===== config.mk =====
export PLATFORM = sky130hd
export DESIGN_NAME = dual_rate_tick_gen
export DESIGN_NICKNAME = d
export VERILOG_FILES = /design/src/rtl/rtg_pkg.sv /design/src/rtl/rtg_prescaler.sv /design/src/rtl/rtg_divider.sv /design/src/rtl/rtg_channel.sv /design/src/rtl/dual_rate_tick_gen.sv
export SDC_FILE = /design/constraint.sdc
export NUM_CORES = 1
export LEC_CHECK = 0
export ABC_AREA = 1
export BUFFER_PORTS_ARGS = -buffer_cell sky130_fd_sc_hd__buf_4
export CORE_ASPECT_RATIO = 1.25
export CORE_MARGIN = 1.5
export CORE_UTILIZATION = 55
export DETAILED_ROUTE_END_ITERATION = 8
export PLACE_DENSITY_LB_ADDON = 0.05
export REMOVE_ABC_BUFFERS = 1
export SETUP_SLACK_MARGIN = 0.2
export SLEW_MARGIN = 5
export SYNTH_ARGS = -nofsm -noshare
export SYNTH_HDL_FRONTEND = slang
export SYNTH_HIERARCHICAL = 1
export SYNTH_SLANG_ARGS = --single-unit

===== constraint.sdc =====
create_clock -name clk -period 2.1 [get_ports clk]
set_input_delay 0.105 -clock clk [delete_from_list [all_inputs] [get_ports clk]]
set_output_delay 0.105 -clock clk [all_outputs]
set_load 0.1 [all_outputs]

===== src/rtl/rtg_pkg.sv =====
package rtg_pkg;

    localparam int NUM_GEN  = 2;
    localparam int FIELD_W  = 16;
    localparam int DIV_W    = 8;
    localparam int PSEL_W   = 4;
    localparam int MAX_PSEL = 10;
    localparam int PCNT_W   = MAX_PSEL;
    localparam int WORD_W   = NUM_GEN * FIELD_W;

    typedef struct packed {
        logic [PSEL_W-1:0] psel;
        logic [DIV_W-1:0]  div;
    } gen_cfg_t;

    function automatic gen_cfg_t field_decode(input logic [FIELD_W-1:0] f);
        gen_cfg_t r;
        r.psel = f[DIV_W +: PSEL_W];
        r.div  = f[DIV_W-1:0];
        return r;
    endfunction

    function automatic logic cfg_active(input gen_cfg_t c);
        return (c.div != '0) && (int'(c.psel) <= MAX_PSEL);
    endfunction

    function automatic logic [PCNT_W-1:0] tap_mask(input logic [PSEL_W-1:0] psel);
        logic [PCNT_W-1:0] m;
        m = '0;
        for (int i = 0; i < PCNT_W; i++) begin
            if (i < int'(psel)) m[i] = 1'b1;
        end
        return m;
    endfunction

endpackage


===== src/rtl/rtg_prescaler.sv =====
module rtg_prescaler
    import rtg_pkg::*;
#(
    parameter int CNT_W = PCNT_W,
    parameter int SEL_W = PSEL_W
) (
    input  logic             clk,
    input  logic             rst,
    input  logic             clr,
    input  logic             run,
    input  logic [SEL_W-1:0] psel,
    output logic             stb
);

    logic [CNT_W-1:0] pcnt;
    logic [CNT_W-1:0] mask;

    assign mask = tap_mask(psel);
    assign stb  = run && ((pcnt & mask) == mask);

    always_ff @(posedge clk) begin
        if (rst || clr || !run) pcnt <= '0;
        else                    pcnt <= pcnt + 1'b1;
    end

    // once the exponent is nonzero, a prescale strobe is never followed by another on the next cycle
    a_r2_strobe_spacing: assert property (@(posedge clk) disable iff (rst)
        (run && !clr && stb && (psel != '0)) |=> !stb);

endmodule


===== src/rtl/rtg_divider.sv =====
module rtg_divider
    import rtg_pkg::*;
#(
    parameter int W = DIV_W
) (
    input  logic         clk,
    input  logic         rst,
    input  logic         clr,
    input  logic         run,
    input  logic         stb,
    input  logic [W-1:0] div,
    output logic         tick
);

    logic [W-1:0] dcnt;
    logic [W-1:0] last;

    assign last = div - 1'b1;

    always_ff @(posedge clk) begin
        if (rst || clr || !run) begin
            dcnt <= '0;
            tick <= 1'b0;
        end else begin
            tick <= 1'b0;
            if (stb) begin
                if (dcnt == last) begin
                    dcnt <= '0;
                    tick <= 1'b1;
                end else begin
                    dcnt <= dcnt + 1'b1;
                end
            end
        end
    end

    // a live divider never counts beyond its programmed value
    a_r4_count_bound: assert property (@(posedge clk) disable iff (rst)
        run |-> (dcnt < div));

    // with a divider above one, ticks never come back to back
    a_r2_tick_spacing: assert property (@(posedge clk) disable iff (rst)
        (run && !clr && tick && (div > 1)) |=> !tick);

endmodule


===== src/rtl/rtg_channel.sv =====
module rtg_channel
    import rtg_pkg::*;
(
    input  logic               clk,
    input  logic               rst,
    input  logic               we,
    input  logic [FIELD_W-1:0] field,
    output logic               tick
);

    gen_cfg_t cfg_q;
    gen_cfg_t cfg_new;
    logic     chg;
    logic     run;
    logic     pre_stb;

    assign cfg_new = field_decode(field);
    assign chg     = we && (cfg_new != cfg_q);
    assign run     = cfg_active(cfg_q);

    always_ff @(posedge clk) begin
        if (rst)      cfg_q <= '0;
        else if (chg) cfg_q <= cfg_new;
    end

    rtg_prescaler #(.CNT_W(PCNT_W), .SEL_W(PSEL_W)) u_pre (
        .clk  (clk),
        .rst  (rst),
        .clr  (chg),
        .run  (run),
        .psel (cfg_q.psel),
        .stb  (pre_stb)
    );

    rtg_divider #(.W(DIV_W)) u_div (
        .clk  (clk),
        .rst  (rst),
        .clr  (chg),
        .run  (run),
        .stb  (pre_stb),
        .div  (cfg_q.div),
        .tick (tick)
    );

    // a generator that is off stays silent
    a_r3_off_silent: assert property (@(posedge clk) disable iff (rst)
        !run |-> !tick);

    // the cycle after a restart carries no leftover tick
    a_r5_restart_quiet: assert property (@(posedge clk) disable iff (rst)
        chg |=> !tick);

    // a rewrite with the same decoded setting keeps the setting
    a_r6_same_keeps: assert property (@(posedge clk) disable iff (rst)
        (we && !chg) |=> (cfg_q == $past(cfg_q)));

endmodule


===== src/rtl/dual_rate_tick_gen.sv =====
module dual_rate_tick_gen
    import rtg_pkg::*;
(
    input  logic              clk,
    input  logic              rst,
    input  logic              cfg_we,
    input  logic [WORD_W-1:0] cfg_wdata,
    output logic              tick_a,
    output logic              tick_b
);

    logic [NUM_GEN-1:0] ticks;

    for (genvar g = 0; g < NUM_GEN; g++) begin : g_gen
        rtg_channel u_ch (
            .clk   (clk),
            .rst   (rst),
            .we    (cfg_we),
            .field (cfg_wdata[g*FIELD_W +: FIELD_W]),
            .tick  (ticks[g])
        );
    end

    assign tick_a = ticks[0];
    assign tick_b = ticks[1];

    // both outputs are quiet on the cycle after reset
    a_r8_reset_quiet: assert property (@(posedge clk)
        $past(rst) |-> (!tick_a && !tick_b));

endmodule


[Word level (Yosys, flattened, before mapping)]
Index checks and enable logic that the tools add are counted.
Storage, ports and cells
  flip-flop bits (word level): 62
  input bits: 35
  output and inout bits: 2
  word-level logic and storage cells: 88
Cells by class
  add/sub/neg operators: 6
  order comparisons: 22
  eq/ne operators: 6
  mux-type cells: 24
  bitwise gates (word level): 4
  reductions and logical operators: 16
Operators by type and width (count)
  3-bit by 4-bit less-than comparator with 1-bit output (first input constant): 8
  12-bit != test: 2
  1-bit 2-to-1 mux: 22
  10-bit by 1-bit adder with 10-bit output (second input constant): 2
  10-bit AND: 2
  10-bit == test: 2
  8-bit by 1-bit adder with 8-bit output (second input constant): 2
  8-bit == test: 2
  1-bit by 4-bit less-than comparator with 1-bit output (first input constant): 4
  2-bit by 4-bit less-than comparator with 1-bit output (first input constant): 4
  4-bit less-than comparator (first input constant): 4
  8-bit 2-to-1 mux: 2
  8-bit nonzero test: 2
  8-bit by 1-bit subtractor with 8-bit output (second input constant): 2
  4-bit <= comparator (second input constant): 2
  1-bit logical AND: 6
  1-bit logical OR: 4
  2-bit OR reduction: 2
  1-bit zero test: 2
  1-bit inverter: 2

[Logic depth before layout (Yosys ltp)]
  depth in word-level cells: 7
  depth in mapped cells: 16
  gate-level depth less buffers: 16

[Cells and area by module]
Netlist, hierarchy kept.
By module, submodules not included
  rtg_channel: times used 2, cells each 131, area an instance 842.1 um^2, seq. area each 240.2 um^2
  rtg_divider: times used 2, cells each 126, area an instance 748.2 um^2, seq. area each 180.2 um^2
  rtg_prescaler: times used 2, cells each 90, area an instance 588.1 um^2, seq. area each 200.2 um^2

[Worst setup path before layout]
No wires, ideal clock.
  path kind: flip-flop to flip-flop
  from: register g_gen[0].u_ch/cfg_q[10] (netlist bit)
  to: register g_gen[0].u_ch.u_div.dcnt[7]
  library setup time: 0.056 ns
  arrival: 2.192 ns
  required time: 2.044 ns
  path slack: -0.148 ns
  stages on the path, launching flop included: 17
  path buffers: 0
  period minus slack after synthesis: 2.248 ns
  path through: dfxtp_1 inv_1 o21ai_0 a22oi_1 inv_1 a21oi_1 o21ai_0 nor2_1 nand2_1 nor2_1 inv_2 nor3_4 nand4_1 nor2_1 xor2_1 nand3_1 inv_1
Between the ends
  elaborated cells between the ends (all ways): 30
  those cells by class: 11 x order compare; 2 x eq/ne; 10 x mux; 1 x bitwise; 6 x reduce/logical
RTL lines
  start, declared: line rtg_channel.sv:11  | gen_cfg_t cfg_q;
  start signal, assigned: line rtg_channel.sv:23  | else if (chg) cfg_q <= cfg_new;
  4-bit <= comparator: line rtg_pkg.sv:24  | return (c.div != '0) && (int'(c.psel) <= MAX_PSEL);
  1-bit logical AND: line rtg_pkg.sv:24
  net g_gen[0].u_ch.run: line rtg_channel.sv:14  | logic run;
  1-bit logical AND: line rtg_prescaler.sv:19  | assign stb = run && ((pcnt & mask) == mask);
  net g_gen[0].u_ch.pre_stb: line rtg_channel.sv:15  | logic pre_stb;
  end signal, assigned: line rtg_divider.sv:31  | dcnt <= dcnt + 1'b1;
  end, declared: line rtg_divider.sv:15  | logic [W-1:0] dcnt;
The timed path passes the listed nets, and every way through them passes these cells.
A chain may end at the register's enable or synchronous reset.

[Final worst setup path]
  from: register g_gen[1].u_ch/cfg_q[9] (netlist bit)
  to: register g_gen[1].u_ch.u_pre.pcnt[2]
Between the ends
  word-level cells in the longest chain between the ends: 4
  elaborated cells between the ends (all ways): 7
  those cells by class: 1 x order compare; 1 x eq/ne; 5 x reduce/logical
RTL lines
  start, declared: line rtg_channel.sv:11
  start signal, assigned: line rtg_channel.sv:23
  4-bit <= comparator: line rtg_pkg.sv:24
  1-bit logical AND: line rtg_pkg.sv:24
  net g_gen[1].u_ch.run: line rtg_channel.sv:14
  1-bit zero test: line rtg_prescaler.sv:22  | if (rst || clr || !run) pcnt <= '0;
  1-bit logical OR: line rtg_prescaler.sv:22
  end signal, assigned: line rtg_prescaler.sv:23  | else pcnt <= pcnt + 1'b1;
  end, declared: line rtg_prescaler.sv:15  | logic [CNT_W-1:0] pcnt;
The timed path passes the listed nets, and every way through them passes these cells.

==> results.sh <==
export IMPL_cellPowerDensity_nw_per_um2=606
export IMPL_cts_buffer_depth=2
export IMPL_internal_power_w=0.00234
export IMPL_grt_pass1_vias=3878
export IMPL_worstSetupPathType="flip-flop to flip-flop"
export IMPL_fin_crit_sh=1.04
export IMPL_setup_viol=10
export IMPL_async_reset_ff_frac=0
export IMPL_wl_met1_microns=4500
export IMPL_final_cell_area_sq_um=5400
export IMPL_die_h_microns=103
export IMPL_ir_worst_vdd_mv=0.577
export IMPL_antenna_found_initial=0
export IMPL_fmaxAchievable_mhz=459
export IMPL_r2r_cells=15
export IMPL_power_switching_w=0.000928
export IMPL_worstPathRequired_ns=2.36
export IMPL_cts_sinks=62
export IMPL_io_pins=37
export IMPL_grt_pass1_wl_microns=16400
export IMPL_core_area_sq_um=7750
export IMPL_synth_seq_cells=62
export IMPL_detail_route_vias_per_cell=4.98
export IMPL_finalWorstSetupSlack_ns=-0.0764
export IMPL_place_ws_ns=-0.223
export IMPL_arrival_ns=2.44
export IMPL_violations="setup timing"
export IMPL_grt_overflow=0
export IMPL_crit_top_cell="buf_4"
export IMPL_htree_levels=3
export IMPL_drt_initial_drc_count=158
export IMPL_areaGrowthSynthToFinish_pct=24.0
export IMPL_cp_endpoint="g_gen[1].u_ch/u_pre/pcnt[2]$_SDFF_PP0_"
export IMPL_cts_clk_slew_worst_paths_ns=0.07
export IMPL_critPathTopFamily="buffers and inverters"
export IMPL_critPathLaunchType="flip-flop"
export IMPL_crit_start="g_gen[1].u_ch/cfg_q[9]$_SDFFE_PP0P_"
export IMPL_antenna_left=0
export IMPL_synth_flop_cell="dfxtp_1"
export IMPL_synth_area_per_cell_sq_um=6.28
export IMPL_fin_hold_ws_ns=0.0969
export IMPL_initial_core_util=0.562
export IMPL_max_slew_worst_pin_slew_ns=0.424
export IMPL_grt_start_max_net_pins=27
export IMPL_p_total_w=0.00327
export IMPL_dieArea_sq_um=8470
export IMPL_dr_wl_met3_microns=391
export IMPL_synth_edf_count=0
export IMPL_layout_nets=812
export IMPL_crit_chain="inv_2 > o21ai_2 > a22oi_2 > inv_2 > buf_4 > buf_6 > buf_4 > buf_4 > buf_4 > buf_4 > buf_4 > nor3_4 > buf_6 > inv_4 > nor3b_2"
export IMPL_std_cell_rows=36
export IMPL_fin_worst_skew_ns=0.0113
export IMPL_yosysWarnings=6
export IMPL_slowest_stage="dfxtp_1"
export IMPL_cp_max_fo=8
export IMPL_drc=0
export IMPL_worstReg2RegStart="g_gen[1].u_ch/cfg_q[9]$_SDFFE_PP0P_"
export IMPL_drt_wl_total_microns=10400
export IMPL_slew_violations=0
export IMPL_wl_met2_microns=5400
export IMPL_drive_above_1_share=0.262
export IMPL_yosysUniqueCellTypes=32
export IMPL_timing_rr_end="g_gen[1].u_ch/u_pre/pcnt[2]$_SDFF_PP0_"
export IMPL_rsz0062_at_grt="true"
export IMPL_place_area_sq_um=4890
export IMPL_rrSetupSlack_ns=-0.08
export IMPL_clkPwrFrac=0.399
export IMPL_status="finished, violations left"
export IMPL_hold_class="input port to flip-flop"
export IMPL_synth_area_leaders="dfxtp_1 28%, nand2_1 18%, inv_1 10%"
export IMPL_syn_cell_area_sq_um=4360
export IMPL_timing_hold_violations_final=0
export IMPL_synth_seq_area_share=0.285
export IMPL_p_leak_nw=2.66
export IMPL_pwr_share_comb=0.219
export IMPL_dp_hpwl_microns=7330
export IMPL_wl_per_cell_microns=11.9
export IMPL_globalRouteTotalUtil=0.248
export IMPL_synthTopCellsByCount="208 x nand2_1, 120 x inv_1, 82 x nor2_1, 62 x dfxtp_1, 40 x nand3_1"
export IMPL_highest_layer="met4"
export IMPL_cp_num_cells=15
export IMPL_io_buffers=28
export IMPL_gp_congestion=0.838
export IMPL_vias=4334
export IMPL_maxCapViolations=0
export IMPL_cts_root_buf="clkbuf_8"
export IMPL_fin_util=0.697
export IMPL_cp_buffers_inverters=11
export IMPL_synth_most_common_cell="nand2_1"
export IMPL_cts_tree="done"
export IMPL_clock_latency_ns=0.34
export IMPL_switching_share=0.284
export IMPL_n_antenna_cell=0
export IMPL_slowest_delay_ns=0.33
export IMPL_synth_top_area_cell="dfxtp_1"
export IMPL_dr_pass1_iters=4
export IMPL_postCtsHoldBufs=0
export IMPL_endpoint_kind="flip-flop"
export IMPL_nFillCells=679
export IMPL_maxSlewHeadroom=0.717
export IMPL_synth_top_area_share=0.285
export IMPL_period_needed_ns=2.18
export IMPL_seq_power_share=0.382
export IMPL_cts_buffers_inserted=9
export IMPL_synthCells=694
export IMPL_fp_dieW_microns=82.6
metrics by stage:
step / setup TNS (ns) / cells
final: -0.449 / 871
after global routing: -2.14 / 871
after CTS: 0 / 868
after detailed placement: -1.51 / 845
after global placement: -0.177 / 845
after floorplan: -0.549 / 682
routing by layer:
layer	vias to the layer above	GRT usage
met2	66	0.450
li1	2290	-
met3	7	0.0558
met1	1971	0.294
met5	-	0
met4	0	0.0603
cell type report:
class	count	area [sq um]	share of cell area
Timing Repair Buffer	78	597	0.111
Multi-Input combinational cell	494	2710	0.502
Inverter	126	475	0.0880
Clock inverter	6	109	0.0202
Clock buffer	10	138	0.0255
Sequential cell	62	1250	0.231
Tap cell	95	119	0.0220
worst min path at each step:
stage | endpoint | cells past startpoint | start
6_report | g_gen[0].u_ch/cfg_q[6]$_SDFFE_PP0P_ | 5 | cfg_wdata[6]
3_3_place_gp | g_gen[0].u_ch/cfg_q[6]$_SDFFE_PP0P_ | 5 | cfg_wdata[6]
5_1_grt | g_gen[1].u_ch/cfg_q[0]$_SDFFE_PP0P_ | 5 | cfg_wdata[16]
4_1_cts | g_gen[0].u_ch/cfg_q[6]$_SDFFE_PP0P_ | 5 | cfg_wdata[6]
3_5_place_dp | g_gen[0].u_ch/cfg_q[6]$_SDFFE_PP0P_ | 5 | cfg_wdata[6]
2_1_floorplan | g_gen[0].u_ch/cfg_q[10]$_SDFFE_PP0P_ | 2 | cfg_we
logic make-up (layout without fill, tap and decap cells):
logic type,Yosys count,in the layout,share of synthesized area
XOR/XNOR,26,26,0.0523
flip-flops,62,62,0.285
AO/OA/AOI/OAI,66,66,0.0856
buffers and inverters,138,220,0.130
adder cells (fa/ha/maj),6,6,0.0172
AND/OR/NAND/NOR,396,396,0.430
worst reg2reg max path, delay by kind of cell, from the launching register on:
family	cells	cell delay [ns]
AO/OA/AOI/OAI	2	0.27
buffers and inverters	11	1.24
flip-flops	1	0.33
AND/OR/NAND/NOR	2	0.26
power by group through the flow:
stage | Sequential, W | Clock (W) | Combinational [W]
detailed placement | 0.00127 | 0 | 0.000637
floorplan | 0.00129 | 0 | 0.000377
CTS | 0.00125 | 0.00133 | 0.000682
finish | 0.00125 | 0.00131 | 0.000716
global route | 0.00125 | 0.00138 | 0.000800
global placement | 0.00126 | 0 | 0.000617
cells in the final DEF, fill, tap and decap left out, drive strengths merged:
master,count
a21oi,42
a22oi,2
buf,78
bufinv,3
clkbuf,10
clkinv,3
dfxtp,62
ha,6
inv,126
nand2,212
nand3,60
nand4,6
nor2,102
nor3,6
nor3b,4
nor4,4
o21ai,22
or2,2
xnor2,14
xor2,12
state kept, by name, summed over array words and instances, names as in the netlist:
name and count:
g_gen.u_ch/cfg_q 24, g_gen.u_ch/u_pre/pcnt 20, g_gen.u_ch/u_div/dcnt 16, g_gen.u_ch/u_div/tick 2
timing repair:
item	CTS	global route
endpoints found under the setup margin	18	34
gates resized for setup	30	34
buffers inserted	7	3
pin swaps	20	9
No activity file was read; power rests on OpenSTA's default activity.
